[config.mk]
export PLATFORM = sky130hd
export DESIGN_NAME = adc_acq_ctrl
export DESIGN_NICKNAME = d
export VERILOG_FILES = /design/src/rtl/adc_acq_pkg.sv /design/src/rtl/adc_sample_timer.sv /design/src/rtl/adc_bus_seq.sv /design/src/rtl/adc_out_stage.sv /design/src/rtl/adc_acq_ctrl.sv
export SDC_FILE = /design/constraint.sdc
export NUM_CORES = 1
export LEC_CHECK = 0
export ABC_AREA = 1
export BUFFER_PORTS_ARGS = -buffer_cell sky130_fd_sc_hd__buf_2
export CAP_MARGIN = 10
export CORE_MARGIN = 2
export CORE_UTILIZATION = 52
export CTS_CLUSTER_SIZE = 12
export DETAILED_ROUTE_END_ITERATION = 6
export PLACE_DENSITY = 0.76
export SYNTH_ARGS = -nofsm -noshare
export SYNTH_HDL_FRONTEND = slang
export SYNTH_SLANG_ARGS = --single-unit
export TNS_END_PERCENT = 10
[constraint.sdc]
create_clock -name clk -period 3.06 [get_ports clk]
set_input_delay 0.612 -clock clk [delete_from_list [all_inputs] [get_ports clk]]
set_output_delay 0.612 -clock clk [all_outputs]
set_load 0.05 [all_outputs]
[src/rtl/adc_acq_pkg.sv]
package adc_acq_pkg;

  typedef enum logic [2:0] {
    ST_IDLE,
    ST_SLEEP,
    ST_CONV,
    ST_HOLD,
    ST_DONE,
    ST_CS,
    ST_RD,
    ST_REL
  } seq_state_t;

  // nanoseconds to whole clock cycles, rounded up
  function automatic int ns2cyc(input int ns, input int mhz);
    return (ns * mhz + 999) / 1000;
  endfunction

  function automatic int imax(input int a, input int b);
    return (a > b) ? a : b;
  endfunction

endpackage

[src/rtl/adc_sample_timer.sv]
module adc_sample_timer #(
  parameter int PERIOD_W = 16,
  parameter int MIN_CYC  = 1500
) (
  input  logic                clk,
  input  logic                rst,
  input  logic                en,
  input  logic [PERIOD_W-1:0] period_cfg,
  output logic                tick
);
  localparam logic [PERIOD_W-1:0] MIN_P = PERIOD_W'(MIN_CYC);

  logic [PERIOD_W-1:0] eff;
  logic [PERIOD_W-1:0] cnt;

  assign eff = (period_cfg < MIN_P) ? MIN_P : period_cfg;

  always_ff @(posedge clk) begin
    if (rst || !en) begin
      cnt  <= '0;
      tick <= 1'b0;
    end else if (cnt >= eff - 1'b1) begin
      cnt  <= '0;
      tick <= 1'b1;
    end else begin
      cnt  <= cnt + 1'b1;
      tick <= 1'b0;
    end
  end

  // independent spacing monitor for the clamp
  logic [PERIOD_W-1:0] gap;
  logic                seen;
  always_ff @(posedge clk) begin
    if (rst) begin
      gap  <= '0;
      seen <= 1'b0;
    end else if (tick) begin
      gap  <= {{(PERIOD_W-1){1'b0}}, 1'b1};
      seen <= 1'b1;
    end else if (gap != '1) begin
      gap <= gap + 1'b1;
    end
  end

  a_r7_min_spacing: assert property (@(posedge clk) disable iff (rst)
    (tick && seen) |-> (gap >= MIN_P));

endmodule

[src/rtl/adc_bus_seq.sv]
module adc_bus_seq
  import adc_acq_pkg::*;
#(
  parameter int DATA_W       = 12,
  parameter int CONV_LOW_CYC = 5,
  parameter int HOLD_CYC     = 15,
  parameter int RD_CYC       = 8,
  parameter int REL_CYC      = 5,
  parameter int SYNC_STAGES  = 2
) (
  input  logic              clk,
  input  logic              rst,
  input  logic              start_req,
  input  logic              sleep_req,
  input  logic              busy_n_in,
  input  logic [DATA_W-1:0] bus_data,
  output logic              convst_n,
  output logic              cs_n,
  output logic              rd_n,
  output logic              pd_n,
  output logic              word_stb,
  output logic [DATA_W-1:0] word_data
);
  localparam int MAXC  = imax(imax(CONV_LOW_CYC, HOLD_CYC), imax(RD_CYC, REL_CYC));
  localparam int CNT_W = $clog2(MAXC + 1) + 1;
  localparam logic [CNT_W-1:0] CONV_END = CNT_W'(CONV_LOW_CYC - 1);
  localparam logic [CNT_W-1:0] HOLD_END = CNT_W'(HOLD_CYC - 1);
  localparam logic [CNT_W-1:0] RD_END   = CNT_W'(RD_CYC - 1);
  localparam logic [CNT_W-1:0] REL_END  = CNT_W'(REL_CYC - 1);

  // busy synchronizer
  logic [SYNC_STAGES-1:0] sync_q;
  genvar g;
  generate
    for (g = 0; g < SYNC_STAGES; g++) begin : g_sync
      if (g == 0) begin : g_first
        always_ff @(posedge clk) sync_q[g] <= rst ? 1'b1 : busy_n_in;
      end else begin : g_next
        always_ff @(posedge clk) sync_q[g] <= rst ? 1'b1 : sync_q[g-1];
      end
    end
  endgenerate
  logic busy_s;
  assign busy_s = sync_q[SYNC_STAGES-1];

  seq_state_t       state;
  logic [CNT_W-1:0] cnt;
  logic             pend;
  logic             discard;

  always_ff @(posedge clk) begin
    if (rst) begin
      state     <= ST_IDLE;
      cnt       <= '0;
      convst_n  <= 1'b1;
      cs_n      <= 1'b1;
      rd_n      <= 1'b1;
      pd_n      <= 1'b1;
      pend      <= 1'b0;
      discard   <= 1'b0;
      word_stb  <= 1'b0;
      word_data <= '0;
    end else begin
      word_stb <= 1'b0;
      if (start_req && state != ST_IDLE && state != ST_SLEEP) pend <= 1'b1;
      case (state)
        ST_IDLE: begin
          if (sleep_req) begin
            state <= ST_SLEEP;
            pd_n  <= 1'b0;
            pend  <= 1'b0;
          end else if (pend || start_req) begin
            state    <= ST_CONV;
            convst_n <= 1'b0;
            cnt      <= '0;
            pend     <= 1'b0;
          end
        end
        ST_SLEEP: begin
          if (!sleep_req) begin
            pd_n     <= 1'b1;
            discard  <= 1'b1;
            state    <= ST_CONV;
            convst_n <= 1'b0;
            cnt      <= '0;
          end
        end
        ST_CONV: begin
          if (cnt == CONV_END) begin
            convst_n <= 1'b1;
            cnt      <= '0;
            state    <= ST_HOLD;
          end else begin
            cnt <= cnt + 1'b1;
          end
        end
        ST_HOLD: begin
          if (cnt == HOLD_END) state <= ST_DONE;
          else cnt <= cnt + 1'b1;
        end
        ST_DONE: begin
          if (busy_s) begin
            cs_n  <= 1'b0;
            state <= ST_CS;
          end
        end
        ST_CS: begin
          rd_n  <= 1'b0;
          cnt   <= '0;
          state <= ST_RD;
        end
        ST_RD: begin
          if (cnt == RD_END) begin
            rd_n      <= 1'b1;
            cs_n      <= 1'b1;
            word_data <= bus_data;
            cnt       <= '0;
            state     <= ST_REL;
          end else begin
            cnt <= cnt + 1'b1;
          end
        end
        ST_REL: begin
          if (cnt == REL_END) begin
            state <= ST_IDLE;
            if (discard) discard  <= 1'b0;
            else         word_stb <= 1'b1;
          end else begin
            cnt <= cnt + 1'b1;
          end
        end
        default: state <= ST_IDLE;
      endcase
    end
  end

  // pulse-width monitors, separate from the sequencer counter
  logic [CNT_W-1:0] cv_lo;
  logic [CNT_W-1:0] rd_lo;
  always_ff @(posedge clk) begin
    if (rst) begin
      cv_lo <= '0;
      rd_lo <= '0;
    end else begin
      cv_lo <= convst_n ? '0 : ((cv_lo == '1) ? cv_lo : cv_lo + 1'b1);
      rd_lo <= rd_n     ? '0 : ((rd_lo == '1) ? rd_lo : rd_lo + 1'b1);
    end
  end

  a_r2_convst_width: assert property (@(posedge clk) disable iff (rst)
    $rose(convst_n) |-> (cv_lo >= CNT_W'(CONV_LOW_CYC)));

  a_r3_no_read_in_busy: assert property (@(posedge clk) disable iff (rst)
    $fell(rd_n) |-> busy_s);

  a_r4_cs_covers_rd: assert property (@(posedge clk) disable iff (rst)
    !rd_n |-> !cs_n);

  a_r5_rd_width: assert property (@(posedge clk) disable iff (rst)
    $rose(rd_n) |-> (rd_lo >= CNT_W'(RD_CYC)));

  a_r11_sleep_quiet: assert property (@(posedge clk) disable iff (rst)
    !pd_n |-> (convst_n && cs_n && rd_n));

endmodule

[src/rtl/adc_out_stage.sv]
module adc_out_stage #(
  parameter int DATA_W = 12
) (
  input  logic              clk,
  input  logic              rst,
  input  logic              word_stb,
  input  logic [DATA_W-1:0] word_data,
  input  logic              out_ready,
  input  logic              tick_lost,
  output logic [DATA_W-1:0] out_data,
  output logic              out_valid,
  output logic              irq,
  output logic              overrun
);
  always_ff @(posedge clk) begin
    if (rst) begin
      out_data  <= '0;
      out_valid <= 1'b0;
      irq       <= 1'b0;
      overrun   <= 1'b0;
    end else begin
      irq     <= word_stb;
      overrun <= tick_lost;
      if (word_stb) begin
        out_valid <= 1'b1;
        out_data  <= word_data;
      end else if (out_valid && out_ready) begin
        out_valid <= 1'b0;
      end
    end
  end

  a_r9_hold_until_ready: assert property (@(posedge clk) disable iff (rst)
    (out_valid && !out_ready && !word_stb) |=> (out_valid && $stable(out_data)));

  a_r9_irq_with_word: assert property (@(posedge clk) disable iff (rst)
    irq |-> out_valid);

endmodule

[src/rtl/adc_acq_ctrl.sv]
module adc_acq_ctrl
  import adc_acq_pkg::*;
#(
  parameter int SYS_CLK_MHZ = 100,
  parameter int DATA_W      = 12,
  parameter int PERIOD_W    = 16,
  parameter int SYNC_STAGES = 2,
  parameter int CONV_LOW_NS = 50,
  parameter int BUSY_WIN_NS = 130,
  parameter int RD_LOW_NS   = 75,
  parameter int ACCESS_NS   = 70,
  parameter int RELQ_NS     = 50,
  parameter int CYCLE_NS    = 15000
) (
  input  logic                clk,
  input  logic                rst,
  input  logic                timer_en,
  input  logic [PERIOD_W-1:0] period_cfg,
  input  logic                sw_start,
  input  logic                sleep_req,
  input  logic                adc_busy_n,
  input  logic [DATA_W-1:0]   adc_data,
  output logic                adc_convst_n,
  output logic                adc_cs_n,
  output logic                adc_rd_n,
  output logic                adc_pd_n,
  input  logic                out_ready,
  output logic [DATA_W-1:0]   out_data,
  output logic                out_valid,
  output logic                irq,
  output logic                overrun
);
  localparam int CONV_LOW_CYC = ns2cyc(CONV_LOW_NS, SYS_CLK_MHZ);
  localparam int HOLD_CYC     = ns2cyc(BUSY_WIN_NS, SYS_CLK_MHZ) + SYNC_STAGES;
  localparam int RD_CYC       = imax(ns2cyc(RD_LOW_NS, SYS_CLK_MHZ), ns2cyc(ACCESS_NS, SYS_CLK_MHZ));
  localparam int REL_CYC      = ns2cyc(RELQ_NS, SYS_CLK_MHZ);
  localparam int MIN_CYC      = ns2cyc(CYCLE_NS, SYS_CLK_MHZ);

  logic              tick;
  logic              start_req;
  logic              tick_lost;
  logic              word_stb;
  logic [DATA_W-1:0] word_data;

  adc_sample_timer #(
    .PERIOD_W (PERIOD_W),
    .MIN_CYC  (MIN_CYC)
  ) u_timer (
    .clk        (clk),
    .rst        (rst),
    .en         (timer_en),
    .period_cfg (period_cfg),
    .tick       (tick)
  );

  assign tick_lost = tick & out_valid;
  assign start_req = (tick & ~out_valid) | sw_start;

  adc_bus_seq #(
    .DATA_W       (DATA_W),
    .CONV_LOW_CYC (CONV_LOW_CYC),
    .HOLD_CYC     (HOLD_CYC),
    .RD_CYC       (RD_CYC),
    .REL_CYC      (REL_CYC),
    .SYNC_STAGES  (SYNC_STAGES)
  ) u_seq (
    .clk       (clk),
    .rst       (rst),
    .start_req (start_req),
    .sleep_req (sleep_req),
    .busy_n_in (adc_busy_n),
    .bus_data  (adc_data),
    .convst_n  (adc_convst_n),
    .cs_n      (adc_cs_n),
    .rd_n      (adc_rd_n),
    .pd_n      (adc_pd_n),
    .word_stb  (word_stb),
    .word_data (word_data)
  );

  adc_out_stage #(
    .DATA_W (DATA_W)
  ) u_out (
    .clk       (clk),
    .rst       (rst),
    .word_stb  (word_stb),
    .word_data (word_data),
    .out_ready (out_ready),
    .tick_lost (tick_lost),
    .out_data  (out_data),
    .out_valid (out_valid),
    .irq       (irq),
    .overrun   (overrun)
  );

  a_r10_lost_tick_no_start: assert property (@(posedge clk) disable iff (rst)
    (tick_lost && !sw_start) |=> adc_convst_n);

endmodule

==> results.json, run 1 <==
{
  "outcome": "finished, final reports clean",
  "die_extent_in_x_um": 87,
  "drt-wirelength-per-cell_um": 12.08,
  "mappedNetlistNets": 560,
  "cts_hold_repair.buffers": 0,
  "start_util_pct": 53.31,
  "ys_warn_count": 0,
  "std_cell_rows": 30,
  "routedLengthMet1_mm": 3.743,
  "1st_iter_drt_viols": 178,
  "leakage_nw": 1.986,
  "cts.root.buffer_cell": "clkbuf_8",
  "maxSlewHeadroom_pct": 43.20,
  "total_power_density_per_cell_area_nw_per_um2": 566.8,
  "boundaryPins": 54,
  "global_route_wire_length_before_repair_mm": 13.25,
  "syn_avg_cell_area_um2": 7.164,
  "tightestPinTransition_ns": 0.8510,
  "timing.final.crit_period_ns": 2.843,
  "place.gp.congestion": 0.8934,
  "synth.yosys.seq_area_share_pct": 34.09,
  "maximum_number_of_pins_on_one_net_before_global_route_repair": 35,
  "met2WireLength_mm": 3.500,
  "placed_area_um2": 4046,
  "die_height_um": 87,
  "crit_required_ns": 3.28,
  "setup.worst_path.start_class": "input port",
  "timing.critical_path.fanout_max": 8,
  "final_max_slew_viol_count": 0,
  "hold_path_startpoint": "u_seq.sync_q[0]$_SDFF_PP1_",
  "worst_path_largest_cell_delay_ns": 0.40,
  "vdd.ir_drop.worst_mv": 0.2641,
  "detailroute.via_count": 3424,
  "final.period_utilization_pct": 92.92,
  "clock.fmax_mhz": 351.7,
  "highest_layer": "met4",
  "synth-seq-cells": 61,
  "path_cells": "buf_2 -> inv_1 -> nand3_2 -> nor2_4 -> nand2_4 -> nand2_1 -> ha_2 -> nand2_1 -> nor2_2 -> nand2_1 -> xor2_1 -> ha_1 -> nand2_1 -> nor4_2 -> nand2_2 -> nand4_4 -> a21oi_1",
  "power_mw": 2.455,
  "fraction_of_final_layout_cells_sized_beyond_drive_strength_1_pct": 22.53,
  "critical_path.most_common_cell": "nand2_1",
  "synth.lib_cells_used.distinct": 38,
  "clock_transition_at_the_registers_of_the_reported_paths_ns": 0.06,
  "insertion_delay_ns": 0.34,
  "synth_edf_count": 0,
  "setup_viol": 0,
  "antennaDiodeCount": 0,
  "tritoncts_sink_count": 61,
  "dr_wl_met3_um": 511,
  "ctsLongestPathBuffers": 2,
  "syn_inst": 500,
  "drc_errors": 0,
  "final_antenna_net_count": 0,
  "port_buffers": 53,
  "layout.cells.most_common_list": "84 x nand2_1, 64 x inv_1, 61 x dfxtp_1, 58 x nor2_1, 53 x buf_2",
  "final-hold-violation-count": 0,
  "synth-async-reset-ratio_pct": 0,
  "final_area_um2": 4332,
  "gr-usage-all-layers_pct": 21.69,
  "cpMaxStageDelayCell": "nor4_2",
  "ctsHtreeMaxLevel": 3,
  "finalSetupTns_ns": 0,
  "worst_setup_path_end_kind": "flop",
  "setup.worst_path.class": "input port to flop",
  "final_nets": 632,
  "overflow": 0,
  "worst_setup_path_startpoint": "period_cfg[12]",
  "leading_register_cell_type_out_of_synthesis": "dfxtp_1",
  "area.growth.synth_to_final_pct": 20.92,
  "layout_commonest_cell": "nand2_1",
  "max_cap_viol_count": 0,
  "core_ar_um2": 6719,
  "pre_cts_ws_ns": -0.1716,
  "drt-total-wl_mm": 7.934,
  "r2r-start": "u_seq.state[0]$_SDFFE_PP0P_",
  "rsz0062_at_grt": "yes",
  "min_path_type": "flop to flop",
  "die_area_um2": 7569,
  "hpwlAfterDp_mm": 6.033,
  "per_cell_via_count_in_the_routed_design": 5.212,
  "first_pass_detailed_route_iteration_total": 4,
  "mappedNetlistArea_um2": 3582,
  "tritoncts": "done",
  "clk_skew_ns": 0.007979,
  "critPathArrivalTime_ns": 3.07,
  "worst_slack_ns": 0.2168,
  "grt_antenna_before_repair": 0,
  "via_count_of_the_first_global_routing_pass": 3127,
  "cts_buffers": 9,
  "holdWs_ns": 0.4112
}
==> critical path: cells and delay by family <==
kind / cells / cell delay [ns]
fa+ha+maj: 2 / 0.46
buf+inv: 2 / 0.18
simple gates: 11 / 1.60
xor+xnor: 1 / 0.15
compound gates: 1 / 0.06
==> registers in the layout, indices dropped and copies added (netlist names), 3 cells and up <==
name	count
u_out.out_data	12
u_seq.cnt	5
u_seq.state	3
u_seq.word_data	12
u_timer.cnt	16
==> logic make-up after synthesis <==
kind of cell               Yosys count  synth area share [%]
DFF                                 61                 34.09
xor gates and xnor gates            16                 3.912
and+or+nand+nor                    230                 31.33
AOI/OAI and AO/OA                   89                 13.06
adders and majority gates           25                 8.732
buffers and inverters               79                 8.872
==> report_power, final <==
| group | switching, mW | internal [mW] | total (mW) | leakage, nW |
|---|---|---|---|---|
| logic | 0.453 | 0.243 | 0.695 | 1.38 |
| registers | 0.0445 | 0.843 | 0.887 | 0.494 |
| clock network | 0.328 | 0.544 | 0.872 | 0.116 |
==> routing by layer <==
| metal | up-vias | GRT usage [%] |
|---|---|---|
| met3 | 20 | 4.645 |
| met2 | 103 | 34.84 |
| met4 | 0 | 9.233 |
| met1 | 1522 | 28.08 |
| met5 | - | 0 |
| li1 | 1779 | - |
==> synth_stat cells, types with 5 or more instances <==
cell type | number | share of area, %
clkbuf_1 | 8 | 0.84
nand3_2 | 6 | 1.7
nor2_2 | 7 | 1.2
nand2_2 | 5 | 0.87
a21oi_1 | 40 | 5.6
ha_1 | 25 | 8.7
nand2_1 | 86 | 9.0
dfxtp_1 | 61 | 34
nor2_1 | 58 | 6.1
nor3_1 | 11 | 1.5
nand4_1 | 11 | 1.9
o21ai_0 | 36 | 5.0
nand3_1 | 29 | 4.1
xor2_1 | 11 | 2.7
xnor2_1 | 5 | 1.2
inv_1 | 64 | 6.7
==> area by class of cell <==
cell class | instances | area, um^2
inverter | 68 | 257.7
sequential | 61 | 1221
fill | 590 | 2387
tap | 80 | 100.1
clock inverter | 7 | 122.6
multi-input combinational | 361 | 2106
timing repair buffer | 71 | 400.4
clock buffer | 9 | 123.9
==> path summary, 6_finish.rpt <==
path                                           end  slack, ns  depth (start not counted)
setup / recovery         u_timer.cnt[3]$_SDFF_PP0_       0.22                         17
hold / removal             u_seq.busy_s$_SDFF_PP1_       0.41                          1
setup reg to reg  u_seq.word_data[10]$_SDFFE_PP0P_       1.09                          7
hold reg to reg            u_seq.busy_s$_SDFF_PP1_       0.41                          1
==> through the flow <==
| stage | util (%) | cells |
|---|---|---|
| final | 64.47 | 657 |
| after global placement | 60.22 | 639 |
| after floorplan | - | 500 |
| after detailed placement | 60.22 | 639 |
| after global routing | 64.47 | 657 |
| after CTS | 63.89 | 655 |
==> timing repair <==
item | CTS | global route
setup endpoints to repair | 0 | 16
resized for setup | 0 | 4
setup buffers | 0 | 1
Power figures use the tool's default switching activity.
==> run 2: changes to the inputs <==
- MAX_ROUTING_LAYER: default -> met4
==> run 2 against run 1 <==
  * First-iteration DRC count fell by 16%
  * Non-clock buffer count rose by 3
  * Clock skew barely moved
  * Die area did not move
  * Via count fell by 0.12%
  * Combinational power rose by 0.9%
  * Clock power fell by 26%
  * Largest cell class unchanged
  * Largest power group unchanged
==> results.json, run 2 (synthesized netlist as in run 1, its figures left out) <==
{
  "path_cells": "buf_2 -> inv_2 -> nand2_1 -> nor2_2 -> nand3_2 -> nand2_4 -> buf_4 -> nand2_2 -> nor3_1 -> nand3_1 -> nand2_1 -> nand2_1 -> ha_1 -> a21oi_1 -> o21ai_0 -> a21oi_2 -> buf_4 -> nand4_4 -> nor2_1",
  "tritoncts": "done",
  "detailroute.via_count": 3420,
  "largest_register_ffs": 16,
  "critical_path_buf_inv_count": 4,
  "cts_buffers": 9,
  "tritoncts_sink_count": 61,
  "insertion_delay_ns": 0.33,
  "final.period_utilization_pct": 93.66,
  "clock.fmax_mhz": 348.9,
  "final_antenna_net_count": 0,
  "place.gp.congestion": 0.9185,
  "leakage_nw": 1.981,
  "placed_insts": 642,
  "final_util_pct": 64.13,
  "worst_path_largest_cell_delay_ns": 0.29,
  "maximum_number_of_pins_on_one_net_before_global_route_repair": 35,
  "power_mw": 2.237,
  "drc_errors": 0,
  "largest-register": "u_timer.cnt",
  "setup.worst_path.start_class": "input port",
  "pre_cts_ws_ns": -0.2471,
  "maxSlewHeadroom_pct": 43.24,
  "drt-total-wl_mm": 7.843,
  "first_pass_detailed_route_iteration_total": 4,
  "boundaryPins": 54,
  "layout_commonest_cell": "nand2_1",
  "total_power_density_per_cell_area_nw_per_um2": 519.2,
  "min_path_type": "flop to flop",
  "timing.final.crit_period_ns": 2.866,
  "die_height_um": 87,
  "stdcell_count": 659,
  "global_route_wire_length_before_repair_mm": 13.16,
  "std_cell_rows": 30,
  "cts.root.buffer_cell": "clkbuf_8",
  "hpwlAfterDp_mm": 6.058,
  "tightestPinTransition_ns": 0.8505,
  "outcome": "finished, final reports clean",
  "grt_antenna_before_repair": 0,
  "fraction_of_final_layout_cells_sized_beyond_drive_strength_1_pct": 22.97,
  "largestRegisters": "u_timer.cnt: 16 flops, u_out.out_data: 12 flops, u_seq.word_data: 12 flops",
  "setup_viol": 0,
  "worst_setup_path_end_kind": "flop",
  "via_count_of_the_first_global_routing_pass": 3125,
  "layout.cells.most_common_list": "83 x nand2_1, 64 x inv_1, 61 x dfxtp_1, 58 x nor2_1, 53 x buf_2",
  "final_max_slew_viol_count": 0,
  "drt-wirelength-per-cell_um": 11.90,
  "holdWs_ns": 0.4101,
  "start_util_pct": 53.31,
  "final_nets": 635,
  "timing.critical_path.fanout_max": 9,
  "vdd.ir_drop.worst_mv": 0.2132,
  "ctsHtreeMaxLevel": 3,
  "1st_iter_drt_viols": 150,
  "cts_hold_repair.buffers": 0,
  "cpLargestDelayFamily": "simple AND/OR/NAND/NOR gates",
  "die_extent_in_x_um": 87,
  "ctsLongestPathBuffers": 2,
  "clock_transition_at_the_registers_of_the_reported_paths_ns": 0.06,
  "die_area_um2": 7569,
  "core_ar_um2": 6719,
  "cpMaxStageDelayCell": "ha_1",
  "setup.worst_path.class": "input port to flop",
  "antennaDiodeCount": 0,
  "overflow": 0,
  "gr-usage-all-layers_pct": 21.97,
  "max_cap_viol_count": 0,
  "clk_skew_ns": 0.007705,
  "critPathArrivalTime_ns": 3.13,
  "final-hold-violation-count": 0,
  "port_buffers": 53,
  "critical_path.most_common_cell": "nand2_1",
  "per_cell_via_count_in_the_routed_design": 5.190,
  "worst_slack_ns": 0.1941,
  "area.growth.synth_to_final_pct": 20.29,
  "crit_required_ns": 3.32
}
==> run 2: stage by stage <==
| stage | area [um^2] | setup TNS [ns] |
|---|---|---|
| 6_report | 4309 | 0 |
| 2_1_floorplan | 3617 | 0 |
| 3_3_place_gp | 4069 | -0.8158 |
| 4_1_cts | 4254 | 0 |
| 3_5_place_dp | 4069 | -2.772 |
| 5_1_grt | 4309 | -0.06365 |
==> run 2: cell type report <==
| cell class | instances | area [um^2] |
|---|---|---|
| inverter | 68 | 257.7 |
| tap | 80 | 100.1 |
| clock buffer | 12 | 165.2 |
| clock inverter | 3 | 20.02 |
| sequential | 61 | 1221 |
| fill | 591 | 2410 |
| multi-input combinational | 361 | 2122 |
| timing repair buffer | 74 | 422.9 |
==> run 2: power by group <==
group          switching (mW)  internal (mW)  total [mW]  leakage [nW]
Combinational           0.457          0.244       0.701          1.40
Sequential             0.0447          0.843       0.888         0.494
Clock                   0.294          0.354       0.648        0.0905
==> run 2: per-layer routing <==
layer / routed length (um) / global-route usage (%) / up-vias
met4: 167 / 7.955 / 0
met5: 0 / - / -
li1: - / - / 1790
met2: 3439 / 34.70 / 109
met3: 471 / 4.645 / 18
met1: 3764 / 27.70 / 1503
==> run 2: what timing repair did <==
action                     4_1_cts  5_1_grt
resized for setup                0        7
setup endpoints to repair        0       17
buffers inserted                 0        1
==> run 2: worst paths after layout <==
path / start / cells past startpoint / endpoint / slack [ns]
hold reg to reg: u_seq.sync_q[0]$_SDFF_PP1_ / 1 / u_seq.busy_s$_SDFF_PP1_ / 0.41
setup / recovery: period_cfg[9] / 19 / u_timer.cnt[5]$_SDFF_PP0_ / 0.19
hold / removal: u_seq.sync_q[0]$_SDFF_PP1_ / 1 / u_seq.busy_s$_SDFF_PP1_ / 0.41
setup reg to reg: u_seq.state[0]$_SDFFE_PP0P_ / 7 / u_seq.word_data[10]$_SDFFE_PP0P_ / 1.11
==> run 3: changes to the inputs <==
- BUFFER_PORTS_ARGS: -buffer_cell sky130_fd_sc_hd__buf_2 -> default
- CORE_MARGIN: 2 -> 3
- CORE_UTILIZATION: 52 -> 57
- DONT_BUFFER_PORTS: default -> 1
- PLACE_DENSITY: 0.76 -> 0.74
==> run 3 against run 2 <==
  * Critical path depth fell by 2
  * Cell count is 11% lower
  * Global-route usage rose by 0.51 points
  * Sequential cell count is the same
  * Utilization grew 1.2 points
  * Sequential share of layout area is 2.9 points higher
  * Design area shrank 9.1%
  * Sequential power is 6.1% higher
  * Via count shrank 8.1%
  * Worst hold slack got worse by 0.076 ns
  * Count of clock-buffer cells in the layout fell by 3
  * Critical path type unchanged
  * Largest power group unchanged
==> results.json, run 3 (synthesized netlist as in run 1, its figures left out) <==
{
  "outcome": "finished, final reports clean",
  "port_buffers": 0,
  "clock.fmax_mhz": 357.6,
  "cts_post_setup_buffers_inserted": 0,
  "boundaryPins": 54,
  "overflow": 0,
  "ctsLongestPathBuffers": 2,
  "number_of_resized_instances_in_the_post_cts_repair_step": 0,
  "tritoncts_sink_count": 61,
  "final.period_utilization_pct": 91.39,
  "drt-wirelength-per-cell_um": 12.67,
  "cts.root.buffer_cell": "clkbuf_8",
  "die_area_um2": 7272,
  "placed_insts": 572,
  "detailroute.via_count": 3144,
  "cts_hold_repair.buffers": 0,
  "via_count_of_the_first_global_routing_pass": 2958,
  "min_path_type": "input port to flop",
  "layout.cells.most_common_list": "86 x nand2_1, 64 x inv_1, 61 x dfxtp_1, 58 x nor2_1, 39 x a21oi_1",
  "maximum_number_of_pins_on_one_net_before_global_route_repair": 35,
  "rsz0062_at_grt": "no",
  "grt_antenna_before_repair": 0,
  "drt-total-wl_mm": 7.448,
  "fraction_of_final_layout_cells_sized_beyond_drive_strength_1_pct": 12.87,
  "tightestPinTransition_ns": 0.8096,
  "max_cap_viol_count": 0,
  "holdWs_ns": 0.3340,
  "final_antenna_net_count": 0,
  "final_util_pct": 65.35,
  "vdd.ir_drop.worst_mv": 0.3846,
  "layout_commonest_cell": "nand2_1",
  "1st_iter_drt_viols": 125,
  "final_max_slew_viol_count": 0,
  "total_power_density_per_cell_area_nw_per_um2": 573.8,
  "place.gp.congestion": 0.9015,
  "hpwlAfterDp_mm": 5.742,
  "tritoncts": "done",
  "drc_errors": 0,
  "insertion_delay_ns": 0.34,
  "antennaDiodeCount": 0,
  "largestRegisters": "u_timer.cnt: 16 flops, u_out.out_data: 12 flops, u_seq.word_data: 12 flops",
  "critPathArrivalTime_ns": 3.02,
  "setup.worst_path.start_class": "input port",
  "clk_skew_ns": 0.007963,
  "per_cell_via_count_in_the_routed_design": 5.347,
  "maxSlewHeadroom_pct": 45.96,
  "crit_required_ns": 3.28,
  "ctsHtreeMaxLevel": 3,
  "finalSetupTns_ns": 0,
  "first_pass_detailed_route_iteration_total": 4,
  "core_ar_um2": 5991,
  "largest-register": "u_timer.cnt",
  "setup.worst_path.class": "input port to flop",
  "gr-usage-all-layers_pct": 22.48,
  "clock_transition_at_the_registers_of_the_reported_paths_ns": 0.07,
  "global_route_wire_length_before_repair_mm": 12.90,
  "worst_setup_path_end_kind": "flop",
  "timing.critical_path.fanout_max": 16,
  "stdcell_count": 588,
  "final-hold-violation-count": 0,
  "area.growth.synth_to_final_pct": 9.291,
  "setup_viol": 0,
  "final_nets": 568,
  "leakage_nw": 1.690,
  "cts_buffers": 9,
  "std_cell_rows": 28,
  "start_util_pct": 59.80,
  "die_extent_in_x_um": 85.28,
  "largest_register_ffs": 16,
  "die_height_um": 85.28,
  "timing.final.crit_period_ns": 2.797
}
==> run 3: stage by stage <==
step                area, um^2  total power [mW]  worst slack, ns
floorplan                 3617             1.437         0.001677
global placement          3707             1.522        -0.004492
detailed placement        3707             1.535         -0.08419
CTS                       3905             2.263           0.2787
global route              3915             2.401        0.0004814
finish                    3915             2.246           0.2635
==> run 3: layout make-up <==
type	count	area, um^2
timing repair buffer	8	60.06
tap	75	93.84
fill	542	2076
clock buffer	9	123.9
multi-input combinational	360	2085
inverter	68	257.7
sequential	61	1221
clock inverter	7	73.82
==> run 3: path summary, 6_finish.rpt <==
path / endpoint / start / slack, ns / cells past startpoint
worst max register to register: u_seq.word_data[1]$_SDFFE_PP0P_ / u_seq.state[0]$_SDFFE_PP0P_ / 1.20 / 7
worst min-delay path: u_out.irq$_SDFF_PP0_ / rst / 0.33 / 1
worst min register to register: u_seq.busy_s$_SDFF_PP1_ / u_seq.sync_q[0]$_SDFF_PP1_ / 0.40 / 1
worst max-delay path: u_timer.cnt[13]$_SDFF_PP0_ / period_cfg[9] / 0.26 / 17
==> run 3: power by group <==
group,total (mW),internal [mW],switching [mW]
registers,0.942,0.843,0.0988
logic,0.585,0.210,0.375
clock network,0.720,0.380,0.340
total,2.25,1.43,0.814
==> run 3: worst max-delay path, cell delays in order <==
cell and delay, ns:
inv_2 0.06, nand2_1 0.07, nor2_2 0.09, nand3_2 0.10
nand2_4 0.09, buf_4 0.21, nand2_2 0.11, nor2_2 0.18
nand2_2 0.09, o21bai_1 0.12, nand2_1 0.10, ha_1 0.30
nand2_1 0.07, nor4_2 0.33, nand2_1 0.16, nand4_4 0.24
a21oi_1 0.07
==> run 3: layer usage <==
layer | wire [um] | vias up | global-route usage, % | share of wire [%]
met5 | 0 | - | - | 0
li1 | - | 1646 | - | -
met4 | 99 | 0 | 8.777 | 1.3
met1 | 3133 | 1419 | 24.46 | 42
met2 | 3847 | 70 | 38.77 | 52
met3 | 367 | 9 | 6.117 | 4.9
